<file path="config.mk">
export PLATFORM = sky130hd
export DESIGN_NAME = cop_alu
export DESIGN_NICKNAME = d
export VERILOG_FILES = /design/src/rtl/cop_alu_pkg.sv /design/src/rtl/cop_alu_regfile.sv /design/src/rtl/cop_alu_core.sv /design/src/rtl/cop_alu_stage.sv /design/src/rtl/cop_alu.sv
export SDC_FILE = /design/constraint.sdc
export NUM_CORES = 1
export LEC_CHECK = 0
export BUFFER_PORTS_ARGS = -buffer_cell sky130_fd_sc_hd__buf_2
export CAP_MARGIN = 25
export CORE_MARGIN = 4
export CORE_UTILIZATION = 45
export DETAILED_ROUTE_END_ITERATION = 8
export PLACE_DENSITY = 0.65
export SLEW_MARGIN = 20
export SYNTH_ARGS = -nofsm -noshare
export SYNTH_HDL_FRONTEND = slang
export SYNTH_SLANG_ARGS = --single-unit
</file>
<file path="constraint.sdc">
create_clock -name clk_i -period 4.35 [get_ports clk_i]
set_input_delay 0.6525 -clock clk_i [delete_from_list [all_inputs] [get_ports clk_i]]
set_output_delay 0.6525 -clock clk_i [all_outputs]
set_load 0.005 [all_outputs]
</file>
<file path="src/rtl/cop_alu_pkg.sv">
package cop_alu_pkg;
  typedef enum logic [3:0] {
    ALU_ADD = 4'd0,
    ALU_SUB = 4'd1,
    ALU_AND = 4'd2,
    ALU_OR  = 4'd3,
    ALU_MOV = 4'd4,
    ALU_SHL = 4'd5,
    ALU_SHR = 4'd6,
    STG_INC = 4'd7,
    STG_DEC = 4'd8,
    STG_CLR = 4'd9
  } alu_op_e;

  function automatic logic is_gen_op(input logic [3:0] op);
    return op <= ALU_SHR;
  endfunction

  function automatic logic is_stg_op(input logic [3:0] op);
    return (op >= STG_INC) && (op <= STG_CLR);
  endfunction
endpackage

</file>
<file path="src/rtl/cop_alu_regfile.sv">
module cop_alu_regfile #(
  parameter int DATA_W = 16,
  parameter int NREG   = 4,
  localparam int AW    = $clog2(NREG)
) (
  input  logic              clk_i,
  input  logic              rst_ni,
  input  logic              we_i,
  input  logic [AW-1:0]     waddr_i,
  input  logic [DATA_W-1:0] wdata_i,
  input  logic [AW-1:0]     raddr_a_i,
  input  logic [AW-1:0]     raddr_b_i,
  output logic [DATA_W-1:0] rdata_a_o,
  output logic [DATA_W-1:0] rdata_b_o
);
  logic [DATA_W-1:0] regs_q [NREG];

  for (genvar g = 0; g < NREG; g++) begin : g_reg
    always_ff @(posedge clk_i or negedge rst_ni) begin
      if (!rst_ni)                                regs_q[g] <= '0;
      else if (we_i && (waddr_i == AW'(g)))       regs_q[g] <= wdata_i;
    end
  end

  assign rdata_a_o = regs_q[raddr_a_i];
  assign rdata_b_o = regs_q[raddr_b_i];

  // a register moves only under a write strobe
  p_reg_hold_r8: assert property (@(posedge clk_i) disable iff (!rst_ni)
    !we_i |=> $stable(regs_q[0]) && $stable(regs_q[NREG-1]));
endmodule

</file>
<file path="src/rtl/cop_alu_core.sv">
module cop_alu_core
  import cop_alu_pkg::*;
#(
  parameter int DATA_W = 16
) (
  input  logic [3:0]        op_i,
  input  logic [DATA_W-1:0] a_i,
  input  logic [DATA_W-1:0] b_i,
  output logic [DATA_W-1:0] res_o,
  output logic              ovf_o
);
  localparam int SH_W = $clog2(DATA_W);
  localparam logic [DATA_W-1:0] SH_LIM = DATA_W'(DATA_W);

  logic [DATA_W:0] sum, diff;
  logic            sh_big;

  assign sum    = {1'b0, a_i} + {1'b0, b_i};
  assign diff   = {1'b0, a_i} - {1'b0, b_i};
  assign sh_big = (b_i >= SH_LIM);

  always_comb begin
    res_o = '0;
    ovf_o = 1'b0;
    unique case (op_i)
      ALU_ADD: begin res_o = sum[DATA_W-1:0];  ovf_o = sum[DATA_W];  end
      ALU_SUB: begin res_o = diff[DATA_W-1:0]; ovf_o = diff[DATA_W]; end
      ALU_AND: res_o = a_i & b_i;
      ALU_OR:  res_o = a_i | b_i;
      ALU_MOV: res_o = b_i;
      ALU_SHL: res_o = sh_big ? '0 : (a_i << b_i[SH_W-1:0]);
      ALU_SHR: res_o = sh_big ? '0 : (a_i >> b_i[SH_W-1:0]);
      default: ;
    endcase
  end
endmodule

</file>
<file path="src/rtl/cop_alu_stage.sv">
module cop_alu_stage
  import cop_alu_pkg::*;
#(
  parameter int STAGE_W = 8
) (
  input  logic               clk_i,
  input  logic               rst_ni,
  input  logic               en_i,
  input  logic [3:0]         op_i,
  input  logic [STAGE_W-1:0] step_i,
  output logic [STAGE_W-1:0] cnt_o
);
  always_ff @(posedge clk_i or negedge rst_ni) begin
    if (!rst_ni) cnt_o <= '0;
    else if (en_i) begin
      unique case (op_i)
        STG_INC: cnt_o <= cnt_o + step_i;
        STG_DEC: cnt_o <= cnt_o - step_i;
        STG_CLR: cnt_o <= '0;
        default: ;
      endcase
    end
  end

  p_stage_hold_r8: assert property (@(posedge clk_i) disable iff (!rst_ni)
    !(en_i && is_stg_op(op_i)) |=> $stable(cnt_o));
  p_stage_clr_r7: assert property (@(posedge clk_i) disable iff (!rst_ni)
    (en_i && op_i == STG_CLR) |=> (cnt_o == '0));
endmodule

</file>
<file path="src/rtl/cop_alu.sv">
module cop_alu
  import cop_alu_pkg::*;
#(
  parameter int DATA_W  = 16,
  parameter int NREG    = 4,
  parameter int STAGE_W = 8,
  localparam int AW     = $clog2(NREG)
) (
  input  logic               clk_i,
  input  logic               rst_ni,
  input  logic               en_i,
  input  logic [3:0]         op_i,
  input  logic               imm_sel_i,
  input  logic [AW-1:0]      dst_i,
  input  logic [AW-1:0]      src_a_i,
  input  logic [AW-1:0]      src_b_i,
  input  logic [DATA_W-1:0]  imm_i,
  output logic [DATA_W-1:0]  result_o,
  output logic               wr_en_o,
  output logic [STAGE_W-1:0] stage_o,
  output logic               zero_o,
  output logic               ovf_o
);
  logic [DATA_W-1:0] rd_a, rd_b, opnd_b, res;
  logic              ovf, gen_go, stg_go;

  assign gen_go = en_i && is_gen_op(op_i);
  assign stg_go = en_i && is_stg_op(op_i);
  // register-mode move takes its source from port A
  assign opnd_b = imm_sel_i ? imm_i : ((op_i == ALU_MOV) ? rd_a : rd_b);

  cop_alu_regfile #(.DATA_W(DATA_W), .NREG(NREG)) u_rf (
    .clk_i, .rst_ni,
    .we_i(gen_go), .waddr_i(dst_i), .wdata_i(res),
    .raddr_a_i(src_a_i), .raddr_b_i(src_b_i),
    .rdata_a_o(rd_a), .rdata_b_o(rd_b)
  );

  cop_alu_core #(.DATA_W(DATA_W)) u_core (
    .op_i, .a_i(rd_a), .b_i(opnd_b), .res_o(res), .ovf_o(ovf)
  );

  cop_alu_stage #(.STAGE_W(STAGE_W)) u_stage (
    .clk_i, .rst_ni, .en_i, .op_i,
    .step_i(imm_i[STAGE_W-1:0]), .cnt_o(stage_o)
  );

  always_ff @(posedge clk_i or negedge rst_ni) begin
    if (!rst_ni) begin
      result_o <= '0;
      zero_o   <= 1'b0;
      ovf_o    <= 1'b0;
      wr_en_o  <= 1'b0;
    end else begin
      wr_en_o <= gen_go;
      if (gen_go) begin
        result_o <= res;
        zero_o   <= (res == '0);
        ovf_o    <= ovf;
      end
    end
  end

  p_idle_no_wr_r8: assert property (@(posedge clk_i) disable iff (!rst_ni)
    !en_i |=> !wr_en_o);
  p_stage_side_r7: assert property (@(posedge clk_i) disable iff (!rst_ni)
    stg_go |=> !wr_en_o && $stable(result_o) && $stable(zero_o) && $stable(ovf_o));
  p_zero_tracks_r3: assert property (@(posedge clk_i) disable iff (!rst_ni)
    wr_en_o |-> (zero_o == (result_o == '0)));
  p_no_ovf_logic_r3: assert property (@(posedge clk_i) disable iff (!rst_ni)
    (gen_go && op_i >= ALU_AND) |=> !ovf_o);
endmodule

</file>
[Yosys cells after proc, flatten, opt, wreduce, memory -nomap -nowiden]
Cells that the tools add are included.
Word-level totals
  register bits: 91
  output and inout port bits: 27
Operators by class
  add/sub/neg operators: 4
  $lt $le $gt $ge: 4
  equality and inequality tests: 12
  shifts and indexed selects: 2
  multiplexer cells: 13
  bitwise operators: 4
  reductions and logical operators: 10
Operators with widths (count)
  $mux W16: 8
  $pmux W16 S7: 1
  $bmux W16 S2: 2
  $pmux W8 S3: 1
  $add A16 B16 Y17: 1
  $sub A16 B16 Y17: 1
  $and A16 B16 Y16: 1
  $eq A4 B3 Y1 const B: 4
  $ge A16 B5 Y1 const B: 1
  $logic_not A16 Y1: 1
  $or A16 B16 Y16: 1
  $shl A16 B4 Y16: 1
  $shr A16 B4 Y16: 1
  $add A8 B8 Y8: 1
  $eq A4 B2 Y1 const B: 2
  $eq A4 B4 Y1 const B: 2
  $sub A8 B8 Y8: 1
  $ge A3 B3 Y1 const B: 2
  $not A2 Y3: 2
  $logic_and A1 B1 Y1: 5
  $eq A2 B2 Y1 const B: 2
  $eq A4 B1 Y1 const B: 1
  $le A4 B3 Y1 const B: 1
  $logic_not A4 Y1: 1
  other kinds (5): 5

[Logic depth before layout (Yosys ltp)]
  word-level depth: 10
  gate-level depth with buffers: 23
  mapped depth without buffers: 18

[Hierarchy]
A second synthesis with hierarchy kept.
Second synthesis, totals
  cell total of the unflattened synthesis: 919
  area total of the unflattened synthesis: 9076.2 sq um
Modules (own cells, without submodules)
  cop_alu_core: times used 1, cells an instance 552, area each 4010.1 sq um, sequential area each 0.0 sq um
  cop_alu_regfile: times used 1, cells an instance 176, area each 3174.3 sq um, sequential area each 1601.5 sq um
  cop_alu: times used 1, cells an instance 102, area each 1117.3 sq um, sequential area each 475.5 sq um
  cop_alu_stage: times used 1, cells an instance 89, area each 774.5 sq um, sequential area each 200.2 sq um

[Worst setup path after synthesis]
OpenSTA, ideal clock, no wires.
  path type: input -> register
  start point: in op_i[3]
  end point: reg zero_o
  library setup time: 104 ps
  arrival: 5485 ps
  data required time: 4246 ps
  setup slack: -1239 ps
  cell stages on the path: 22
  path through: buf_2 -> or4b_1 -> buf_2 -> mux2i_1 -> o21a_1 -> buf_4 -> inv_2 -> clkbuf_1 -> clkbuf_1 -> ha_1 -> fa_1 -> nor2_1 -> o311a_1 -> o221a_2 -> a211o_1 -> a221oi_1 -> o21ai_1 -> o31ai_2 -> o311ai_1 -> nor4_1 -> nand3_1 -> o41ai_2
Between the ends
  cells in the longest elaborated chain, start to end: 7
  elaborated cells between the ends (all ways): 22
  classes of those cells: add/sub (2); order compare (2); eq/ne (6); shift (2); mux (5); bitwise (2); reduce/logical (3)
Ends and longest elaborated chain
  start: declaration: RTL line cop_alu.sv:12  | input logic [3:0] op_i,
  $eq A4 B3 Y1: RTL line cop_alu_core.sv:25, cop_alu.sv:30
  $mux W16 (2 in a row): RTL line cop_alu.sv:30  | assign opnd_b = imm_sel_i ? imm_i : ((op_i == ALU_MOV) ? rd_a : rd_b);
  $ge A16 B5 Y1 (tied with other cells): RTL line cop_alu_core.sv:20  | assign sh_big = (b_i >= SH_LIM);
  $mux W16 (on tied branches): RTL line cop_alu_core.sv:32, cop_alu_core.sv:31
  $pmux W16 S7: RTL line cop_alu_core.sv:25  | unique case (op_i)
  $logic_not A16 Y1: RTL line cop_alu.sv:58  | zero_o <= (res == '0);
  end signal: assignment: RTL line cop_alu.sv:58
  end: declaration: RTL line cop_alu.sv:21  | output logic zero_o,
Several ways; a longest one is shown, not always the timed one.
A chain may end at the register's enable or synchronous reset.

[Final worst setup path]
Ends and elaborated chain as after synthesis.

==> metrics.md <==
| Metric | Value |
|---|---|
| Overflow after GRT | `0` |
| 1st-iter DRT viols | `1,052` |
| Clock Sinks | `91` |
| Worst setup endpoint | `zero_o$_DFFE_PN0P_` |
| VDD IR max | `0.3531 mV` |
| Unrepaired setup endpoints after global routing | `true` |
| Yosys warning total | `0` |
| Wire per inst | `23.15 µm` |
| Power per Cell Area | `587.8 nW/µm²` |
| Crit-path max FO | `6` |
| Cell count after synthesis | `961` |
| Initial DRT Pass Iterations | `5` |
| Fmax | `213.8 MHz` |
| HPWL Detailed | `25,850 µm` |
| Initial antenna violation count | `0` |
| Die area | `21,580 µm²` |
| EDFF count, synth | `0` |
| Area Overhead vs Synth | `34.29%` |
| Final-stage net count | `1,304` |
| Violated checks | `setup timing` |
| Worst r2r src | `u_rf.regs_q[2]$_DFFE_PN0P_` |
| Crit path max-delay cell type | `or4b_4` |
| Post-Syn Area | `8683 µm²` |
| Via count | `9,335` |
| Seq/Total Area, Yosys | `0.2622` |
| First-pass GRT wire length | `52,050 µm` |
| Clock transition at path regs | `0.09 ns` |
| Final hold slack | `0.2310 ns` |
| Total Power | `6.854 mW` |
| Routability cong. | `1.074` |
| Io pins | `57` |
| CP endpoint kind | `flip-flop` |
| Period utilization | `1.075` |
| Post-synth ARST share | `1.000` |
| Root Driver | `clkbuf_16` |
| Switching Share | `0.4417` |
| TritonCTS clock tree | `done` |
| Core Rows | `50` |
| DRT Wirelength | `34,210 µm` |
| CP Class | `input port to flip-flop` |
| H-Tree Depth | `3` |
| Num CTS Buffers | `9` |
| Hold WC Path Type | `input port to asynchronous set/reset pin` |
| Critical Path Source | `op_i[3]` |
| R2R depth | `16` |
| Final Worst Setup Slack | `-0.3279 ns` |
| CP cell instances | `buf_6, or4b_4, mux2i_4, o21a_2, clkinv_4, ha_4, fa_2, nor2_2, o311a_1, o221a_4, a211o_4, a221oi_4, o21ai_2, o31ai_4, o311ai_2, nor4_2, nand3_1, o41ai_2` |
| P_int | `3.826 mW` |
| Max Cap Violations | `0` |
| Data arrival time of the worst path | `4.93 ns` |
| Stages on worst setup path | `18` |
| Comb power frac | `0.677` |
| Outcome | `finished with violations` |
| Clock Tree Buf Depth | `2` |
| Die height | `146.9 µm` |
| Skew final | `0.01779 ns` |
| Largest net degree at the start of global routing | `39` |
| Final Hold Vio Count | `0` |
| Worst EP required | `4.61 ns` |
| Post-synthesis cell type count | `74` |
| Clock Latency Late Sink | `0.37 ns` |
| NetSw | `3.028 mW` |
| Vias in the first global route | `8,934` |
| Flop and latch count out of synthesis | `91` |
| PortBufs | `56` |
| Syn_area_per_cell | `9.036 µm²` |
| Drt drc | `0` |
| Routed Antenna Nets | `0` |
| Final instance area | `11,660 µm²` |
| # fillers | `1,617` |
| Main flop type after synthesis | `dfrtp_1` |
| FF-to-FF End | `zero_o$_DFFE_PN0P_` |
| Final slew viol count | `0` |
| Share of total power in the clock network | `0.120` |
| Placed inst area | `10,740 µm²` |
| Slew @ Worst Pin | `1.078 ns` |
| CORE AREA | `18,830 µm²` |
| CTS Hold Buffers Added | `0` |
| Leakage | `5.472 nW` |
| Reg2Reg Setup Slack | `-0.16 ns` |
| CP max stage delay | `0.61 ns` |
| Critical path startpoint category | `input port` |
| Sequential Power Share | `0.203` |
| Starting Density | `0.4611` |
| Buf/Inv on CP | `2` |
| Layout cells sized above 1 | `0.3944` |
| Dpl ws | `-0.7566 ns` |
| GRT Overall Usage | `0.3072` |
| Chip width | `146.9 µm` |
| Net Count, Synth | `1,053` |
| Routed vias/inst | `6.316` |
| Setup violations, final | `25` |
| CP delay by family, top | `compound AO/OA/AOI/OAI gates` |
| Max-slew headroom | `0.2795` |
| Fin crit period | `4.678 ns` |
-- synth_stat cells, drive strengths merged (3+ instances only) --
master | n | area, µm²
nand3 | 35 | 175.2
buf | 28 | 188.9
a21o | 11 | 82.58
mux4 | 34 | 810.8
a211oi | 11 | 82.58
fa | 3 | 60.06
o21ai | 60 | 311.5
nor2 | 69 | 259.0
nor3 | 18 | 90.09
dfrtp | 91 | 2277
nand4 | 6 | 37.54
xor2 | 3 | 26.28
mux2i | 10 | 100.1
o21bai | 3 | 22.52
a21oi | 52 | 260.3
o21a | 3 | 22.52
mux2 | 64 | 724.4
o211ai | 28 | 230.2
clkbuf | 32 | 121.4
nand2b | 11 | 68.82
a32oi | 3 | 26.28
a31oi | 22 | 137.6
or3 | 8 | 50.05
o31ai | 18 | 140.1
a222oi | 7 | 70.07
nor2b | 7 | 43.79
o22ai | 12 | 75.07
inv | 56 | 210.2
a22oi | 4 | 30.03
nor4 | 4 | 25.02
o311a | 3 | 30.03
a211o | 3 | 26.28
or2 | 3 | 18.77
xnor2 | 11 | 96.34
o221a | 5 | 56.30
a221o | 4 | 40.04
a221oi | 10 | 93.84
o221ai | 17 | 148.9
o2bb2ai | 4 | 35.03
ha | 59 | 738.2
o311ai | 6 | 52.56
and3 | 3 | 18.77
nand2 | 101 | 379.1
-- cell families after synthesis --
kind of cell               share of synthesized area
AOI/OAI and AO/OA                             0.2409
and+or+nand+nor                               0.1421
buffers and inverters                        0.06037
muxes                                         0.1883
DFF                                           0.2622
adders and majority gates                    0.09193
xor gates and xnor gates                     0.01412
-- registers in the layout, indices dropped and copies added, names as in the netlist --
name,count
result_o,16
ovf_o,1
wr_en_o,1
zero_o,1
u_stage.cnt_o,8
u_rf.regs_q,64
-- worst min-delay path by stage --
| stage | start | depth (start not counted) | end |
|---|---|---|---|
| 3_5_place_dp | result_o[11]$_DFFE_PN0P_ | 2 | result_o[11]$_DFFE_PN0P_ |
| 5_1_grt | rst_ni | 1 | u_stage.cnt_o[7]$_DFFE_PN0P_ |
| 3_3_place_gp | result_o[3]$_DFFE_PN0P_ | 2 | result_o[3]$_DFFE_PN0P_ |
| 4_1_cts | rst_ni | 1 | u_stage.cnt_o[7]$_DFFE_PN0P_ |
| 6_report | rst_ni | 1 | u_stage.cnt_o[7]$_DFFE_PN0P_ |
| 2_1_floorplan | rst_ni | 0 | ovf_o$_DFFE_PN0P_ |
-- metal layers --
| metal | wire [µm] | vias to the layer above | GRT usage |
|---|---|---|---|
| met5 | 0 | - | 0 |
| met2 | 16580 | 517 | 0.5188 |
| li1 | - | 4159 | - |
| met1 | 13410 | 4566 | 0.4092 |
| met4 | 1178 | 0 | 0.09739 |
| met3 | 3048 | 93 | 0.04442 |
-- power groups by stage --
stage                     clock network, mW  registers, mW  logic [mW]
final                                 0.822           1.39        4.64
after floorplan                           0           1.33        2.36
after global routing                  0.861           1.43        4.97
after detailed placement                  0           1.40        4.10
after global placement                    0           1.38        4.07
after CTS                             0.826           1.39        4.24
-- layout make-up --
cell class / count / area, µm² / area share
clock inverters: 7 / 71.32 / 0.006116
repair buffers: 300 / 2232 / 0.1914
diodes: 1 / 2.502 / 0.0002146
flip-flops and latches: 91 / 2277 / 0.1953
multi-input cells: 753 / 6306 / 0.5408
inverters: 57 / 221.5 / 0.01899
well taps: 260 / 325.3 / 0.02790
clock buffers: 9 / 225.2 / 0.01931
-- stage by stage --
stage | std cells | util | setup TNS, ns
after global placement | 1428 | 0.5702 | -11.47
after global routing | 1477 | 0.6191 | -5.307
final | 1478 | 0.6193 | -3.094
after detailed placement | 1428 | 0.5702 | -13.44
after floorplan | 961 | - | -6.344
after CTS | 1457 | 0.5982 | -1.573
-- timing repair --
action | 4_1_cts | 5_1_grt
endpoints found under the setup margin | 19 | 29
setup buffers | 13 | 21
cloned | 1 | 0
gates resized for setup | 21 | 52
pin swaps | 11 | 35
-- cells in the final DEF, fill, tap and decap left out, types with 15 or more instances in the layout --
| master | synthesis | routed |
|---|---|---|
| a21oi_1 | 52 | 45 |
| a31oi_1 | 22 | 20 |
| buf_2 | 15 | 51 |
| buf_4 | 3 | 234 |
| dfrtp_1 | 91 | 91 |
| ha_1 | 59 | 52 |
| inv_1 | 54 | 54 |
| mux2_2 | 63 | 52 |
| mux4_2 | 22 | 24 |
| nand2_1 | 101 | 99 |
| nand3_1 | 35 | 35 |
| nor2_1 | 69 | 67 |
| nor3_1 | 18 | 17 |
| o211ai_1 | 24 | 24 |
| o21ai_0 | 55 | 51 |
| o221ai_1 | 17 | 15 |
| o31ai_1 | 17 | 17 |
Note: power is estimated with default switching activity, not from simulation.
